### config.mk
export PLATFORM = sky130hd
export DESIGN_NAME = gap_framer
export DESIGN_NICKNAME = d
export VERILOG_FILES = /design/src/rtl/gap_framer_pkg.sv /design/src/rtl/gf_rst_sync.sv /design/src/rtl/gf_loss_tracker.sv /design/src/rtl/gf_marker_seq.sv /design/src/rtl/gf_word_build.sv /design/src/rtl/gap_framer.sv
export SDC_FILE = /design/constraint.sdc
export NUM_CORES = 1
export LEC_CHECK = 0
export BUFFER_PORTS_ARGS = -buffer_cell sky130_fd_sc_hd__clkbuf_2
export CAP_MARGIN = 0
export CORE_MARGIN = 2
export CORE_UTILIZATION = 63
export DETAILED_ROUTE_END_ITERATION = 7
export PLACE_DENSITY_LB_ADDON = 0.12
export SETUP_SLACK_MARGIN = 0.5
export SKIP_LAST_GASP = 1
export SLEW_MARGIN = 25
export SYNTH_ARGS = -nofsm -noshare
export SYNTH_HDL_FRONTEND = slang
export SYNTH_SLANG_ARGS = --single-unit
### constraint.sdc
create_clock -name clk_i -period 5.7 [get_ports clk_i]
set_input_delay 1.14 -clock clk_i [delete_from_list [all_inputs] [get_ports clk_i]]
set_output_delay 1.14 -clock clk_i [all_outputs]
set_load 0.02 [all_outputs]
### src/rtl/gap_framer_pkg.sv
package gap_framer_pkg;

  localparam int unsigned WORD_W    = 16;
  localparam int unsigned TAG_W     = 2;
  localparam int unsigned PAYLOAD_W = WORD_W - TAG_W;

  typedef enum logic [TAG_W-1:0] {
    TAG_DATA    = 2'b00,
    TAG_ERR_HI  = 2'b01,
    TAG_ERR_MID = 2'b10,
    TAG_ERR_LO  = 2'b11
  } word_tag_e;

  typedef enum logic [1:0] {
    SEG_HI  = 2'd0,
    SEG_MID = 2'd1,
    SEG_LO  = 2'd2
  } seg_e;

  typedef struct packed {
    word_tag_e            tag;
    logic [PAYLOAD_W-1:0] payload;
  } fifo_word_t;

endpackage

### src/rtl/gf_rst_sync.sv
module gf_rst_sync #(
  parameter int unsigned STAGES = 2
) (
  input  logic clk_i,
  input  logic rst_ni,
  output logic rst_sync_no
);

  logic [STAGES-1:0] sync_q;
  logic [STAGES-1:0] sync_d;

  always_comb begin
    sync_d = {sync_q[STAGES-2:0], 1'b1};
  end

  always_ff @(posedge clk_i or negedge rst_ni) begin
    if (!rst_ni) begin
      sync_q <= '0;
    end else begin
      sync_q <= sync_d;
    end
  end

  assign rst_sync_no = sync_q[STAGES-1];

endmodule

### src/rtl/gf_loss_tracker.sv
module gf_loss_tracker #(
  parameter int unsigned CNT_W = 38,
  parameter int unsigned CH_W  = 4
) (
  input  logic             clk_i,
  input  logic             rst_ni,
  input  logic             lose_i,
  input  logic             clear_i,
  input  logic [CH_W-1:0]  chan_i,
  output logic [CNT_W-1:0] cnt_o,
  output logic [CH_W-1:0]  chan_o
);

  localparam logic [CNT_W-1:0] CNT_MAX = '1;
  localparam logic [CNT_W-1:0] CNT_ONE = CNT_W'(1);

  logic [CNT_W-1:0] cnt_q, cnt_d;
  logic [CH_W-1:0]  chan_q, chan_d;
  logic             upd_en;

  always_comb begin
    cnt_d  = cnt_q;
    chan_d = chan_q;
    upd_en = lose_i | clear_i;
    if (lose_i) begin
      chan_d = chan_i;
      if (clear_i) begin
        cnt_d = CNT_ONE;
      end else if (cnt_q != CNT_MAX) begin
        cnt_d = cnt_q + CNT_ONE;
      end
    end else if (clear_i) begin
      cnt_d  = '0;
      chan_d = '0;
    end
  end

  always_ff @(posedge clk_i or negedge rst_ni) begin
    if (!rst_ni) begin
      cnt_q  <= '0;
      chan_q <= '0;
    end else if (upd_en) begin
      cnt_q  <= cnt_d;
      chan_q <= chan_d;
    end
  end

  assign cnt_o  = cnt_q;
  assign chan_o = chan_q;

endmodule

### src/rtl/gf_marker_seq.sv
module gf_marker_seq
  import gap_framer_pkg::*;
(
  input  logic clk_i,
  input  logic rst_ni,
  input  logic lose_i,
  input  logic space_i,
  output logic pending_o,
  output logic emit_o,
  output logic last_o,
  output seg_e seg_o
);

  logic pend_q, pend_d;
  seg_e seg_q, seg_d;
  logic emit, last, seq_en;

  always_comb begin
    emit   = pend_q & space_i;
    last   = emit & (seg_q == SEG_LO);
    pend_d = pend_q;
    seg_d  = seg_q;
    seq_en = lose_i | emit;
    if (lose_i) begin
      pend_d = 1'b1;
      seg_d  = SEG_HI;
    end else if (last) begin
      pend_d = 1'b0;
      seg_d  = SEG_HI;
    end else if (emit) begin
      seg_d  = (seg_q == SEG_HI) ? SEG_MID : SEG_LO;
    end
  end

  always_ff @(posedge clk_i or negedge rst_ni) begin
    if (!rst_ni) begin
      pend_q <= 1'b0;
      seg_q  <= SEG_HI;
    end else if (seq_en) begin
      pend_q <= pend_d;
      seg_q  <= seg_d;
    end
  end

  assign pending_o = pend_q;
  assign emit_o    = emit;
  assign last_o    = last;
  assign seg_o     = seg_q;

endmodule

### src/rtl/gf_word_build.sv
module gf_word_build
  import gap_framer_pkg::*;
#(
  parameter int unsigned HI_W  = 14,
  parameter int unsigned MID_W = 14,
  parameter int unsigned LO_W  = 10,
  parameter int unsigned CH_W  = 4,
  localparam int unsigned CNT_W = HI_W + MID_W + LO_W
) (
  input  logic [CNT_W-1:0]     cnt_i,
  input  logic [CH_W-1:0]      chan_i,
  input  seg_e                 seg_i,
  input  logic                 marker_i,
  input  logic [PAYLOAD_W-1:0] smp_i,
  output fifo_word_t           word_o
);

  localparam int unsigned MID_LSB = LO_W;
  localparam int unsigned HI_LSB  = LO_W + MID_W;

  logic [PAYLOAD_W-1:0] f_hi, f_mid, f_lo;

  always_comb begin
    f_hi  = '0;
    f_mid = '0;
    f_lo  = '0;
    f_hi[HI_W-1:0]       = cnt_i[HI_LSB +: HI_W];
    f_mid[MID_W-1:0]     = cnt_i[MID_LSB +: MID_W];
    f_lo[CH_W +: LO_W]   = cnt_i[0 +: LO_W];
    f_lo[CH_W-1:0]       = chan_i;
  end

  always_comb begin
    word_o.tag     = TAG_DATA;
    word_o.payload = smp_i;
    if (marker_i) begin
      unique case (seg_i)
        SEG_HI:  begin word_o.tag = TAG_ERR_HI;  word_o.payload = f_hi;  end
        SEG_MID: begin word_o.tag = TAG_ERR_MID; word_o.payload = f_mid; end
        default: begin word_o.tag = TAG_ERR_LO;  word_o.payload = f_lo;  end
      endcase
    end
  end

endmodule

### src/rtl/gap_framer.sv
module gap_framer
  import gap_framer_pkg::*;
#(
  parameter int unsigned HI_W   = 14,
  parameter int unsigned MID_W  = 14,
  parameter int unsigned LO_W   = 10,
  parameter int unsigned CH_W   = 4,
  parameter int unsigned SYNC_N = 2,
  localparam int unsigned CNT_W = HI_W + MID_W + LO_W
) (
  input  logic                 clk_i,
  input  logic                 rst_ni,
  input  logic                 smp_valid_i,
  input  logic [PAYLOAD_W-1:0] smp_data_i,
  input  logic [CH_W-1:0]      smp_chan_i,
  input  logic                 stop_i,
  input  logic                 fifo_full_i,
  output logic                 wr_en_o,
  output logic [WORD_W-1:0]    wr_data_o
);

  logic             rst_int_n;
  logic             take, lose, pass;
  logic             mark_pend, mark_emit, mark_last;
  seg_e             mark_seg;
  logic [CNT_W-1:0] loss_cnt;
  logic [CH_W-1:0]  loss_chan;
  fifo_word_t       word;

  gf_rst_sync #(.STAGES(SYNC_N)) u_rst (
    .clk_i       (clk_i),
    .rst_ni      (rst_ni),
    .rst_sync_no (rst_int_n)
  );

  always_comb begin
    take = smp_valid_i & ~stop_i;
    lose = take & (mark_pend | fifo_full_i);
    pass = take & ~mark_pend & ~fifo_full_i;
  end

  gf_marker_seq u_seq (
    .clk_i     (clk_i),
    .rst_ni    (rst_int_n),
    .lose_i    (lose),
    .space_i   (~fifo_full_i),
    .pending_o (mark_pend),
    .emit_o    (mark_emit),
    .last_o    (mark_last),
    .seg_o     (mark_seg)
  );

  gf_loss_tracker #(.CNT_W(CNT_W), .CH_W(CH_W)) u_loss (
    .clk_i   (clk_i),
    .rst_ni  (rst_int_n),
    .lose_i  (lose),
    .clear_i (mark_last),
    .chan_i  (smp_chan_i),
    .cnt_o   (loss_cnt),
    .chan_o  (loss_chan)
  );

  gf_word_build #(.HI_W(HI_W), .MID_W(MID_W), .LO_W(LO_W), .CH_W(CH_W)) u_build (
    .cnt_i    (loss_cnt),
    .chan_i   (loss_chan),
    .seg_i    (mark_seg),
    .marker_i (mark_pend),
    .smp_i    (smp_data_i),
    .word_o   (word)
  );

  assign wr_en_o   = mark_emit | pass;
  assign wr_data_o = word;

endmodule

**Word-level counts from Yosys, hierarchy flattened**

Cells that the tools add are included.

- Register bits: 47
- Bits in latches: 0
- Memory bits (writable): 0
- Bits in read-only memories: 0
- Input bits: 23
- Memories: 0

- Add/sub/neg operators: 1
- Multipliers: 0
- Divide/modulo/power cells: 0
- $lt $le $gt $ge: 0
- Equality and inequality tests: 3
- Shift operators: 0
- Mux-type cells: 14
- Bitwise logic cells: 13
- Reduce and logical (&&, ||, !) cells: 8

Operators by type and width:

| kind | number |
|---|---|
| two-way mux 38 bit | 4 |
| adder 38 x 1 -> 38 bit, second input constant | 1 |
| != test 38 bit, second input constant | 1 |
| case mux 16 bit (2 select lines) | 1 |
| two-way mux 16 bit | 1 |
| two-way mux 2 bit | 4 |
| two-way mux 4 bit | 2 |
| bitwise AND 1 bit | 6 |
| AND reduction 2 bit | 3 |
| bitwise OR 1 bit | 4 |
| nonzero test 2 bit | 2 |
| NOT 1 bit | 3 |
| AND reduction 3 bit | 1 |
| nonzero test 3 bit | 1 |
| equality test 2 x 1 -> 1 bit, second input constant | 1 |
| equality test 2 bit, second input constant | 1 |
| zero test 2 bit | 1 |
| two-way mux 1 bit | 2 |

**Logic depth before layout (Yosys ltp)**

- Depth after elaboration: 5
- Mapped depth: 8

**By module**

A second synthesis with hierarchy kept.

- Cell total of the unflattened synthesis: 323
- Area, all modules: 3035.4 µm²

By module, submodules not included:

| module | times used | cells each | area an instance (µm²) | sequential area each (µm²) |
|---|---|---|---|---|
| gf_loss_tracker | 1 | 250 | 2304.7 | 1051.0 |
| gf_word_build | 1 | 52 | 494.2 | 0.0 |
| gf_marker_seq | 1 | 13 | 155.1 | 75.1 |
| gf_rst_sync | 1 | 3 | 53.8 | 50.0 |
| gap_framer | 1 | 5 | 27.5 | 0.0 |

**Worst setup path after synthesis**

Ideal clock, no wire load.

- Path type: input to output
- From: input stop_i
- To: output wr_en_o
- Arrival time: 1802 ps
- Slack: 2758 ps
- Stages on the path: 3
- Buffers on the path: 1
- Path through: nand2b_1 > clkbuf_1 > a21oi_1

- Word-level cells in the longest chain between the ends: 5

RTL lines:

| what | line | RTL |
|---|---|---|
| start: declaration | gap_framer.sv:16 | `input logic stop_i,` |
| NOT 1 bit | gap_framer.sv:37 | `take = smp_valid_i & ~stop_i;` |
| bitwise AND 1 bit | gap_framer.sv:37 |  |
| bitwise AND 1 bit (2 in a row) | gap_framer.sv:39 | `pass = take & ~mark_pend & ~fifo_full_i;` |
| bitwise OR 1 bit | gap_framer.sv:72 | `assign wr_en_o = mark_emit \| pass;` |
| end: declaration | gap_framer.sv:18 | `output logic wr_en_o,` |

Every way passes these cells.

**Final worst setup path**

- From: register u_seq.seg_q[0], in the netlist u_seq.seg_o[0]
- To: register u_loss.cnt_q[15], in the netlist u_loss.cnt_o[15]

- Word-level cells in the longest chain between the ends: 4
- Elaborated cells on any way between the ends: 8
- Those cells by class: eq/ne (1); mux (2); bitwise (2); reduce/logical (3)

RTL lines:

| what | line | RTL |
|---|---|---|
| start: declaration | gf_marker_seq.sv:15 | `seg_e seg_q, seg_d;` |
| start signal: assignment | gf_marker_seq.sv:41 | `seg_q <= seg_d;` |
| equality test 2 bit (*) | gf_marker_seq.sv:20 | `last = emit & (seg_q == SEG_LO);` |
| bitwise AND 1 bit (*) | gf_marker_seq.sv:20 |  |
| nonzero test 2 bit (no line), or another cell as far along | - |  |
| AND reduction 3 bit (no line) or two-way mux 38 bit (tied branches) | - |  |
| end signal: assignment | gf_loss_tracker.sv:43 | `cnt_q <= cnt_d;` |
| end: declaration | gf_loss_tracker.sv:17 | `logic [CNT_W-1:0] cnt_q, cnt_d;` |

Mark *: on every way between the ends. The rest lies on a longest branch, timed or not.
A chain may end at the register's enable or synchronous reset.

==> run_results.csv <==
group,metric,value,unit
global_route,grt_pass1_vias,2754,
logic_synthesis,syn_avg_cell_area,8.582,sq um
clock_tree,cts_resized,0,
worst_hold_path,hold_path.class,"flip-flop to asynchronous set/reset pin",
global_route,grt_first_pass_wirelength,13560,um
floorplan,coreArea,4755,sq um
place,hpwl,5682,um
logic_synthesis,async_flop_share,1.000,
timing,drv_slew,0,
floorplan,dieWidth,74.23,um
flow_run,drv_cap,0,
detailed_routing,dr_wl_met2,4018,um
clock_tree,cts_hold_buf,0,
logic_synthesis,synth.distinct_cells,46,
timing,rsz0062_at_grt,"no",
clock_tree,cts.sinks,47,
place,io_buffers,39,
critical_path,path_max_fanout,28,
critical_path,cp.required,5920,ps
logic_synthesis,synth_nets,386,
timing,hold_viol,0,
logic_synthesis,synth_edf_count,0,
timing,tightest_slew,1060,ps
logic_synthesis,synth-seq-cells,47,
detailed_routing,wire_per_inst,18.96,um
clock_tree,clk_pin_slew,90,ps
detailed_routing,firstDrtPassIters,6,
critical_path,startpoint_type,"flip-flop",
global_route,antenna_found_initial,0,
logic_synthesis,synth-seq-area-share,0.3786,
clock_tree,cts_tree,"built",
detailed_routing,drtIter0Drc,310,
detailed_routing,vias,3071,
floorplan,die_h,74.23,um
timing,fin_crit,3427,ps
critical_path,cp-end-kind,"flip-flop",
power,p_leak,0.001410,uW
global_route,grt_max_degree,46,
detailed_routing,met3WireLength,686,um
detailed_routing,drc,0,
final_layout,design_area,3385,sq um
place,dpl-instance-area,3281,sq um
clock_tree,insertion_delay,310,ps
detailed_routing,final_antenna_net_count,0,
timing,post-route-period-util,0.6012,
final_layout,num_antenna_cells,0,
timing,setup_tns,0,ps
floorplan,core.rowCount,25,
clock_tree,post_cts_buffers,0,
logic_synthesis,netlist_area,3107,sq um
place,place_congestion,0.9148,
clock_tree,cts-buffers-inserted,5,
detailed_routing,viasPerCell,6.824,
logic_synthesis,syn_inst,362,
clock_tree,clockRootBuffer,"clkbuf_8",
clock_tree,htree_levels,2,
global_route,grt.total_usage,0.3220,
floorplan,die_area,5509,sq um
detailed_routing,topRoutingLayerUsed,"met4",
timing,setup_viol,0,
timing,fin_skew,6.576,ps
detailed_routing,wl_met1,3700,um
outcome,status,"finished, final reports clean",
timing,max_clock_freq,0.2918,GHz
power,cellPowerDensity,326.4,nW/um^2
logic_synthesis,synth_ff_type,"dfrtp_1",
final_layout,area_delta_synth_final,8.941,%
timing,relSlewSlack,0.2931,
floorplan,initial_core_util,0.6534,
critical_path,crit_type,"flip-flop to flip-flop",
final_layout,layout.nets,406,
floorplan,pin_count,40,
global_route,gr-total-overflow,0,
clock_tree,cts.path.max_buffers,2,
final_layout,drive_above_1_share,0.1880,
power,ir_worst_vdd,0.1947,mV
critical_path,crit_arrival,3650,ps
detailed_routing,drt_wl_total,8534,um
logic_synthesis,ys_warn_count,0,
[Yosys cell counts, types with 3 or more instances]
cell type,count,area (sq um)
mux2_2,14,157.7
nor3_1,12,60.06
or3_1,4,25.02
clkbuf_1,14,52.55
a22o_1,5,43.79
and4_1,3,26.28
inv_1,7,26.28
or4_1,3,22.52
nor2_1,20,75.07
nand3_1,21,105.1
a31oi_1,26,162.7
nor4_1,3,18.77
nand2_1,37,138.9
and3_1,3,18.77
o31ai_1,23,172.7
mux2i_1,14,140.1
o21ai_0,24,120.1
buf_1,4,15.01
a21oi_1,10,50.05
o21ai_1,10,50.05
nand4_1,19,118.9
dfrtp_1,47,1176
buf_2,6,30.03
a211o_1,3,26.28
[power by group]
group,internal [uW],leakage (uW),total (uW),switching [uW]
registers,371,0.000631,505,134
logic,166,0.000728,376,210
clock network,111,0.0000515,223,112
[state kept, by name (all words and copies together) (netlist names)]
register,cells
u_loss.chan_o,4
u_loss.cnt_o,38
u_rst.sync_q,2
u_seq.pending_o,1
u_seq.seg_o,2
[final timing paths]
| path | from | endpoint | slack [ps] | cells after the start |
|---|---|---|---|---|
| worst min-delay path | u_rst.sync_q[1] | u_loss.cnt_o[32] | 340 | 0 |
| worst max register to register | u_seq.seg_o[0] | u_loss.cnt_o[15] | 2270 | 5 |
| worst max-delay path | u_seq.seg_o[0] | u_loss.cnt_o[15] | 2270 | 5 |
| max in group asynchronous | u_rst.sync_q[1] | u_seq.seg_o[1] | 4930 | 0 |
| worst min register to register | u_rst.sync_q[1] | u_loss.cnt_o[32] | 340 | 0 |
| min in group clk_i | u_rst.sync_q[0] | u_rst.sync_q[1] | 360 | 0 |
[metrics by stage]
step                setup WS (ps)  hold WS, ps  total power [uW]  utilization  instances
floorplan                    2758        331.2             761.3            -        362
global placement             2265        335.0             872.0       0.6900        442
detailed placement           2159        340.9             880.4       0.6900        442
CTS                          2335        360.3              1102       0.7111        450
global route                 2103        362.2              1162       0.7118        450
finish                       2273        342.2              1105       0.7118        450
[cell families after synthesis]
family / after synthesis / share of synthesized area
flip-flops: 47 / 0.3786
XOR/XNOR: 1 / 0.002820
AND/OR/NAND/NOR: 137 / 0.2364
AO/OA/AOI/OAI: 112 / 0.2312
other: 1 / 0.001207
buffers and inverters: 35 / 0.04994
multiplexers: 28 / 0.09585
adder cells (fa/ha/maj): 1 / 0.004027
[layout by cell type (no fill, tap or decap), types with 2 or more instances in the layout]
cell and instances:
a211o_1 3, a211oi_1 2, a21o_1 2, a21oi_1 10
a22o_1 5, a31oi_1 26, a41oi_1 2, and2_1 2
and3_1 3, and4_1 3, buf_4 2, clkbuf_2 39
clkbuf_8 7, dfrtp_1 45, inv_1 7, mux2_2 14
mux2i_1 14, nand2_1 37, nand3_1 21, nand4_1 19
nand4_2 2, nor2_1 20, nor3_1 12, nor4_1 3
nor4_2 2, o21ai_0 24, o21ai_1 10, o31ai_1 23
o41ai_1 2, or3_1 4, or4_1 3
[critical path, stage by stage (launching register included)]
cell and delay [ps]:
dfrtp_1 1050, and4bb_2 380, nor4_1 330, and4_1 930, nor2_2 350, a31oi_1 290
[layer usage]
layer / vias up / global-route usage
li1: 1421 / -
met1: 1468 / 0.4638
met2: 167 / 0.5119
met3: 15 / 0.03930
met4: 0 / 0.1032
met5: - / 0
[final cells by class]
| class | count | area (sq um) |
|---|---|---|
| multi-input combinational | 280 | 1783 |
| tap | 67 | 83.83 |
| fill | 404 | 1370 |
| inverter | 7 | 26.28 |
| sequential | 47 | 1181 |
| timing repair buffer | 41 | 210.2 |
| clock buffer | 8 | 100.1 |
(Power assumes the default switching activity.)
